`config.mk`:
```
export PLATFORM = sky130hd
export DESIGN_NAME = netstat_flags
export DESIGN_NICKNAME = d
export VERILOG_FILES = /design/src/rtl/netstat_pkg.sv /design/src/rtl/rx_gate.sv /design/src/rtl/pon_flag.sv /design/src/rtl/irq_gen.sv /design/src/rtl/netstat_flags.sv
export SDC_FILE = /design/constraint.sdc
export NUM_CORES = 1
export LEC_CHECK = 0
export ABC_CLOCK_PERIOD_IN_PS = 2100
export BUFFER_PORTS_ARGS = -buffer_cell sky130_fd_sc_hd__buf_4
export CORE_AREA = 2 2 39 41
export CTS_BUF_LIST = sky130_fd_sc_hd__clkbuf_16
export DETAILED_ROUTE_END_ITERATION = 6
export DIE_AREA = 0 0 41 43
export GPL_TIMING_DRIVEN = 0
export PLACE_DENSITY_LB_ADDON = 0.3
export RECOVER_POWER = 50
export SYNTH_ARGS = -nofsm -noshare
export SYNTH_HDL_FRONTEND = slang
export SYNTH_SLANG_ARGS = --single-unit
```
`constraint.sdc`:
```
create_clock -name clk_i -period 2.1 [get_ports clk_i]
set_clock_uncertainty 0.15 [all_clocks]
set_input_delay 0.105 -clock clk_i [delete_from_list [all_inputs] [get_ports clk_i]]
set_output_delay 0.105 -clock clk_i [all_outputs]
set_load 0.01 [all_outputs]
```
`src/rtl/netstat_pkg.sv`:
```
package netstat_pkg;
    parameter int STAT_W  = 8;
    parameter int NID_W   = 8;
    parameter int INH_POS = 7;
    parameter int PON_POS = 4;

    typedef struct packed {
        logic inhibit;
        logic nak;
    } rx_state_t;

    typedef struct packed {
        logic pon;
    } pon_state_t;
endpackage

```
`src/rtl/rx_gate.sv`:
```
module rx_gate (
    input  logic clk_i,
    input  logic rst_ni,
    input  logic sw_reset_i,
    input  logic enable_i,
    input  logic stored_i,
    input  logic addressed_i,
    output logic inhibit_o,
    output logic nak_o
);
    import netstat_pkg::*;

    rx_state_t st_d, st_q;

    always_comb begin
        st_d = st_q;
        // The refusal decision uses the flag value held before this edge.
        st_d.nak = addressed_i & st_q.inhibit;
        if (sw_reset_i)
            st_d.inhibit = 1'b1;
        else if (enable_i)
            st_d.inhibit = 1'b0;
        else if (stored_i)
            st_d.inhibit = 1'b1;
    end

    always_ff @(posedge clk_i or negedge rst_ni) begin
        if (!rst_ni) begin
            st_q.inhibit <= 1'b1;
            st_q.nak     <= 1'b0;
        end else begin
            st_q <= st_d;
        end
    end

    assign inhibit_o = st_q.inhibit;
    assign nak_o     = st_q.nak;
endmodule

```
`src/rtl/pon_flag.sv`:
```
module pon_flag #(
    parameter int NID_W = netstat_pkg::NID_W
) (
    input  logic             clk_i,
    input  logic             rst_ni,
    input  logic             sw_reset_i,
    input  logic             nid_wr_i,
    input  logic [NID_W-1:0] nid_data_i,
    input  logic             clear_i,
    output logic             pon_o
);
    import netstat_pkg::*;

    pon_state_t st_d, st_q;
    logic       set_ev;

    always_comb begin
        set_ev = sw_reset_i | (nid_wr_i & (nid_data_i == '0));
        st_d   = st_q;
        if (set_ev)
            st_d.pon = 1'b1;
        else if (clear_i)
            st_d.pon = 1'b0;
    end

    always_ff @(posedge clk_i or negedge rst_ni) begin
        if (!rst_ni)
            st_q.pon <= 1'b1;
        else
            st_q <= st_d;
    end

    assign pon_o = st_q.pon;
endmodule

```
`src/rtl/irq_gen.sv`:
```
module irq_gen #(
    parameter int W = netstat_pkg::STAT_W
) (
    input  logic         clk_i,
    input  logic         rst_ni,
    input  logic [W-1:0] status_i,
    input  logic [W-1:0] mask_i,
    output logic         irq_o
);
    logic irq_d, irq_q;

    always_comb irq_d = |(status_i & mask_i);

    always_ff @(posedge clk_i or negedge rst_ni) begin
        if (!rst_ni)
            irq_q <= 1'b0;
        else
            irq_q <= irq_d;
    end

    assign irq_o = irq_q;
endmodule

```
`src/rtl/netstat_flags.sv`:
```
module netstat_flags
    import netstat_pkg::*;
#(
    parameter int SW  = STAT_W,
    parameter int NW  = NID_W,
    parameter int INH = INH_POS,
    parameter int PON = PON_POS
) (
    input  logic          clk_i,
    input  logic          rst_ni,
    input  logic          sw_reset_i,
    input  logic          nid_wr_i,
    input  logic [NW-1:0] nid_data_i,
    input  logic          rx_enable_cmd_i,
    input  logic          clr_flags_cmd_i,
    input  logic          pkt_stored_i,
    input  logic          pkt_addressed_i,
    input  logic [SW-1:0] int_mask_i,
    output logic [SW-1:0] status_o,
    output logic          irq_o,
    output logic          nak_req_o
);
    logic inhibit, pon;
    logic [SW-1:0] status;

    rx_gate u_rx (
        .clk_i      (clk_i),
        .rst_ni     (rst_ni),
        .sw_reset_i (sw_reset_i),
        .enable_i   (rx_enable_cmd_i),
        .stored_i   (pkt_stored_i),
        .addressed_i(pkt_addressed_i),
        .inhibit_o  (inhibit),
        .nak_o      (nak_req_o)
    );

    pon_flag #(.NID_W(NW)) u_pon (
        .clk_i      (clk_i),
        .rst_ni     (rst_ni),
        .sw_reset_i (sw_reset_i),
        .nid_wr_i   (nid_wr_i),
        .nid_data_i (nid_data_i),
        .clear_i    (clr_flags_cmd_i),
        .pon_o      (pon)
    );

    // Status byte: flag bits at their positions, everything else tied low.
    for (genvar b = 0; b < SW; b++) begin : g_bit
        if (b == INH) begin : g_inh
            assign status[b] = inhibit;
        end else if (b == PON) begin : g_pon
            assign status[b] = pon;
        end else begin : g_zero
            assign status[b] = 1'b0;
        end
    end

    irq_gen #(.W(SW)) u_irq (
        .clk_i   (clk_i),
        .rst_ni  (rst_ni),
        .status_i(status),
        .mask_i  (int_mask_i),
        .irq_o   (irq_o)
    );

    assign status_o = status;
endmodule

```
==> results of run 1 <==
-- worst max path at each step --
stage / from / end / slack (ps) / depth (start not counted)
2_1_floorplan: u_rx.inhibit_o / u_rx.inhibit_o / 1210 / 2
3_3_place_gp: u_rx.inhibit_o / status_o[7] / 1100 / 2
3_5_place_dp: u_rx.inhibit_o / status_o[7] / 1100 / 2
4_1_cts: int_mask_i[4] / u_irq.irq_o / 560 / 4
5_1_grt: int_mask_i[4] / u_irq.irq_o / 510 / 4
6_report: int_mask_i[4] / u_irq.irq_o / 540 / 4
-- Yosys cell counts (all sizes together) --
master  instances
o21bai          1
a22o            1
nand2           1
dfrtp           2
and2            1
a21oi           1
nor4            1
nor2            3
dfstp           2
conb            1
buf             8
inv             1
nand4           1
-- critical path, cell delays in order --
cell and delay, ps:
dlygate4sd3_1 540, buf_4 130, a22o_1 170, dlygate4sd3_1 560
-- state kept, by name (all words and copies together), names as in the netlist --
register	count
u_irq.irq_o	1
u_pon.pon_o	1
u_rx.inhibit_o	1
u_rx.nak_o	1
-- area by class of cell --
class | instances | area, µm²
Buffer | 8 | 60.1
Inverter | 1 | 3.75
Timing Repair Buffer | 29 | 230
Fill cell | 143 | 808
Multi-Input combinational cell | 16 | 83.8
Clock buffer | 3 | 75.1
Tap cell | 16 | 20.0
Sequential cell | 4 | 103
-- metal layers --
layer / vias up / global-route usage / wire, µm
met5: - / 0 / 0
met4: 0 / 0.120 / 33
met3: 5 / 0.0471 / 94
met2: 24 / 0.144 / 310
met1: 121 / 0.0583 / 177
li1: 139 / - / -
-- power breakdown --
group          switching, µW  leakage, µW  internal (µW)  total, µW
Combinational           23.1     0.000211           50.2       73.3
Clock                   50.5    0.0000370            243        293
Sequential              3.03    0.0000448           85.2       88.2
Total                   76.6     0.000293            378        455
-- cells by family after synthesis --
| group | Yosys count |
|---|---|
| compound gates | 3 |
| other cells | 1 |
| simple gates | 7 |
| buf+inv | 9 |
| flops | 4 |
-- through the flow --
| stage | utilization | total power [µW] | hold WS, ps |
|---|---|---|---|
| 3_3_place_gp | 0.309 | 150 | -247 |
| 2_1_floorplan | - | 115 | -341 |
| 5_1_grt | 0.416 | 478 | 131 |
| 4_1_cts | 0.421 | 462 | 66.8 |
| 6_report | 0.416 | 455 | 89.7 |
| 3_5_place_dp | 0.309 | 151 | -247 |
==> out/results.tsv, run 1 <==
stage	metric	value	unit
setup_path	crit end category	flip-flop	
global_route	vias in the first global route	263	
timing	Tmin final	1560	ps
die	I/O pins	34	
logic_synthesis	Synth cell types	13	
setup_path	Critical Path RT	2050	ps
logic_synthesis	mean post-synth cell area	9.64	µm²
pwr	PwrDens	790	nW/µm²
clocking	number of hold buffers added after CTS	8	
clocking	TritonCTS Buffers	3	
logic_synthesis	area fraction in compound gates after synthesis	0.0919	
routing	WL per Instance	8.00	µm
timing	final cycle utilization of the critical path	0.743	
logic_synthesis	Post-Synth Adder-Cell Area	0	
die	DIE WIDTH	41	µm
timing	Setup TNS Final	0	ps
clocking	clk slew on worst S/H paths	30	ps
routing	Pre-antenna DRT Iters	1	
global_route	first-pass GRT wire length	945	µm
cells_and_area	commonest non-fill, non-tap cell in the layout	buf_4	
die	Die H	43	µm
logic_synthesis	largest family of logic cells by synthesized area	buffers and inverters	
setup_path	R2R Path End	u_rx.inhibit_o	
global_route	gr usage total	0.0915	
logic_synthesis	top cells by area, synth	buf_4, dfstp_2, dfrtp_1	
clocking	CTS tree	built	
cells_and_area	Finished Layout Cells	77	
timing	Fin. Hold Viols	0	
die	number of core rows	14	
cells_and_area	most frequent cells in the layout	buf_4, dlygate4sd3_1, conb_1	
setup_path	Data arrival, critical path	1510	ps
setup_path	WS Path Type	input port to flip-flop	
timing	post-layout worst setup margin	539	ps
die	Core Area	1380	µm²
routing	ANT nets after route	0	
clocking	H-tree levels	1	
cells_and_area	fraction of layout cells with a size suffix above 1	0.541	
global_route	gr ovfl total	0	
placed_design	placer's final routability congestion estimate	0.618	
logic_synthesis	cell count after synthesis	24	
routing	detailed router's first-iteration violation count	0	
timing	f_max	641	MHz
clocking	Clock Sinks	4	
job	MaxCap Viol Count	0	
clocking	post-CTS setup buffer count	0	
routing	Post-Route WL	616	µm
setup_path	Crit Reg-Reg Startpoint	u_rx.inhibit_o	
cells_and_area	post-route cell area	576	µm²
logic_synthesis	XOR/XNOR Fraction of Synth Area	0	
clocking	Max clock buf depth	2	
clocking	Root Buffer	clkbuf_16	
logic_synthesis	Yosys warning total	0	
cells_and_area	Nets	87	
global_route	largest net degree at the start of global routing	5	
routing	vias per cell	3.75	
logic_synthesis	cell type with the largest total area after synthesis	buf_4	
pwr	Static Leak	0.000293	µW
cells_and_area	# diodes	0	
placed_design	Inst Count DP	66	
global_route	initial antenna violation count	0	
cells_and_area	Area Growth Syn to Fin	149	%
routing	total number of vias	289	
routing	drt drc	0	
timing	final setup fails	0	
logic_synthesis	share of the synthesized area in the top cell type	0.259	
setup_path	Critical Path Start Type	input port	
placed_design	placed cell area	428	µm²
die	die area	1760	µm²
logic_synthesis	sequential area share after synthesis	0.443	
clocking	Resized cells post-CTS	0	
hold_path	HP Class	input port to async pin	
timing	fin. max-slew vios	0	
logic_synthesis	#FFs+latches synth	4	
timing	RSZ-0062 raised after global routing	false	
pwr	VDD IR max	0.246	mV
die	Initial Util	0.167	
placed_design	Port-buffer cells	21	
run_status	status	complete, no violations	
logic_synthesis	Simple-Gate Fraction of Synth Area	0.173	
logic_synthesis	Synth Cell Area	231	µm²
placed_design	pre-CTS WS	1100	ps
clocking	clock insertion delay at the later pin of the skew report	220	ps
setup_path	R2R depth	3	
setup_path	flop-to-flop setup slack	630	ps
logic_synthesis	multiplexer share of the synthesized area	0	
setup_path	critical path fanouts, max	1	
Power figures use the tool's default switching activity.
==> run 2, diff against run 1 <==
--- a/config.mk
+++ b/config.mk
@@ -5,7 +5,7 @@
 export SDC_FILE = /design/constraint.sdc
 export NUM_CORES = 1
 export LEC_CHECK = 0
-export ABC_CLOCK_PERIOD_IN_PS = 2100
+export ABC_CLOCK_PERIOD_IN_PS = 1600
 export BUFFER_PORTS_ARGS = -buffer_cell sky130_fd_sc_hd__buf_4
 export CORE_AREA = 2 2 39 41
 export CTS_BUF_LIST = sky130_fd_sc_hd__clkbuf_16
==> constraint.sdc (replaced) <==
create_clock -name clk_i -period 1.6 [get_ports clk_i]
set_clock_uncertainty 0.15 [all_clocks]
set_input_delay 0.08 -clock clk_i [delete_from_list [all_inputs] [get_ports clk_i]]
set_output_delay 0.08 -clock clk_i [all_outputs]
set_load 0.01 [all_outputs]
==> run 2 against run 1 <==
Total power is 32% higher. Critical path depth unchanged. Worst setup slack lost 480 ps. Via count grew 3.1%. Count of clock-buffer cells in the layout unchanged. First-iteration DRC count unchanged. Core utilization up 1.4 points. Register-to-register slack lost 500 ps. Sequential share of layout area shrank 0.60 points. Cell count rose by 2.6%. Final area up 3.5%. Critical endpoint unchanged. Largest cell class unchanged.
==> out/results.tsv, run 2 (synthesis gave the netlist of run 1 again) <==
stage	metric	value	unit
die	number of core rows	14	
placed_design	Port-buffer cells	21	
pwr	Static Leak	0.000301	µW
cells_and_area	fraction of layout cells with a size suffix above 1	0.524	
timing	Fin. Hold Viols	0	
setup_path	WS Path Type	input port to flip-flop	
clocking	Max clock buf depth	2	
global_route	initial antenna violation count	0	
placed_design	placer's final routability congestion estimate	0.618	
routing	vias per cell	3.77	
clocking	CTS tree	built	
clocking	clk slew on worst S/H paths	30	ps
cells_and_area	commonest non-fill, non-tap cell in the layout	buf_4	
die	Die H	43	µm
die	Core Area	1380	µm²
placed_design	placed cell area	428	µm²
setup_path	Critical Path Start Type	input port	
run_status	status	complete, no violations	
clocking	clock insertion delay at the later pin of the skew report	220	ps
global_route	first-pass GRT wire length	986	µm
cells_and_area	Area Growth Syn to Fin	157	%
timing	f_max	651	MHz
timing	post-layout worst setup margin	64.0	ps
die	DIE WIDTH	41	µm
die	Initial Util	0.167	
setup_path	Data arrival, critical path	1480	ps
timing	RSZ-0062 raised after global routing	false	
cells_and_area	most frequent cells in the layout	buf_4, dlygate4sd3_1, conb_1	
routing	Post-Route WL	616	µm
global_route	vias in the first global route	281	
setup_path	Critical Path RT	1550	ps
pwr	VDD IR max	0.323	mV
placed_design	pre-CTS WS	629	ps
routing	WL per Instance	7.80	µm
clocking	post-CTS setup buffer count	0	
die	I/O pins	34	
timing	final cycle utilization of the critical path	0.960	
cells_and_area	post-route cell area	596	µm²
cells_and_area	# diodes	0	
clocking	Root Buffer	clkbuf_16	
timing	Tmin final	1540	ps
clocking	TritonCTS Buffers	3	
timing	Setup TNS Final	0	ps
setup_path	critical path fanouts, max	1	
routing	Pre-antenna DRT Iters	1	
routing	ANT nets after route	0	
global_route	largest net degree at the start of global routing	5	
pwr	PwrDens	1010	nW/µm²
routing	drt drc	0	
global_route	gr ovfl total	0	
timing	fin. max-slew vios	0	
cells_and_area	Nets	89	
timing	final setup fails	0	
cells_and_area	final design utilization	0.430	
job	MaxCap Viol Count	0	
clocking	Clock Sinks	4	
routing	total number of vias	298	
setup_path	crit end category	flip-flop	
clocking	H-tree levels	1	
hold_path	HP Class	input port to async pin	
clocking	Resized cells post-CTS	0	
global_route	gr usage total	0.0946	
die	die area	1760	µm²
routing	detailed router's first-iteration violation count	0	
==> run 2: layer usage <==
metal  wire, µm  GRT usage
met1        174     0.0550
met2        317      0.156
met3         90     0.0471
met4         33      0.120
met5          0          0
==> run 2: timing repair <==
action                                  CTS  global route
hold endpoints to repair                  8             0
endpoints found under the setup margin    0             0
hold buffers                             10             0
==> run 2: layout make-up <==
class / instances / area, µm²
inverters: 1 / 3.75
multi-input cells: 16 / 83.8
well taps: 16 / 20.0
plain buffers: 8 / 60.1
fillers: 140 / 788
clock buffers: 3 / 75.1
repair buffers: 31 / 250
flip-flops and latches: 4 / 103
==> run 2: power by group <==
part	leakage, µW	total, µW	internal (µW)	switching [µW]
clock	0.0000370	385	319	66.2
sequential	0.0000448	116	112	3.92
combinational	0.000219	98.1	67.5	30.6
total	0.000301	599	498	101
==> run 2: final timing paths <==
kind,start,cells after the start,slack [ps],endpoint
hold reg to reg,u_rx.inhibit_o,1,400,u_rx.nak_o
setup reg to reg,u_rx.inhibit_o,3,130,u_rx.inhibit_o
min in group clk_i,u_rx.inhibit_o,1,400,u_rx.nak_o
max in group asynchronous,rst_ni,2,990,u_rx.inhibit_o
setup / recovery,int_mask_i[4],4,60,u_irq.irq_o
hold / removal,rst_ni,2,60,u_irq.irq_o
==> run 2: worst max-delay path, cell delays in order <==
cell and delay (ps):
dlygate4sd3_1 540, buf_4 130, a22o_1 170, dlygate4sd3_1 560
==> run 2: stage by stage <==
step                      instances  hold slack (ps)  power (µW)
final                            79             64.6         599
after global routing             79              106         629
after CTS                        79             41.8         608
after detailed placement         66             -272         198
after global placement           66             -272         197
after floorplan                  29             -366         150
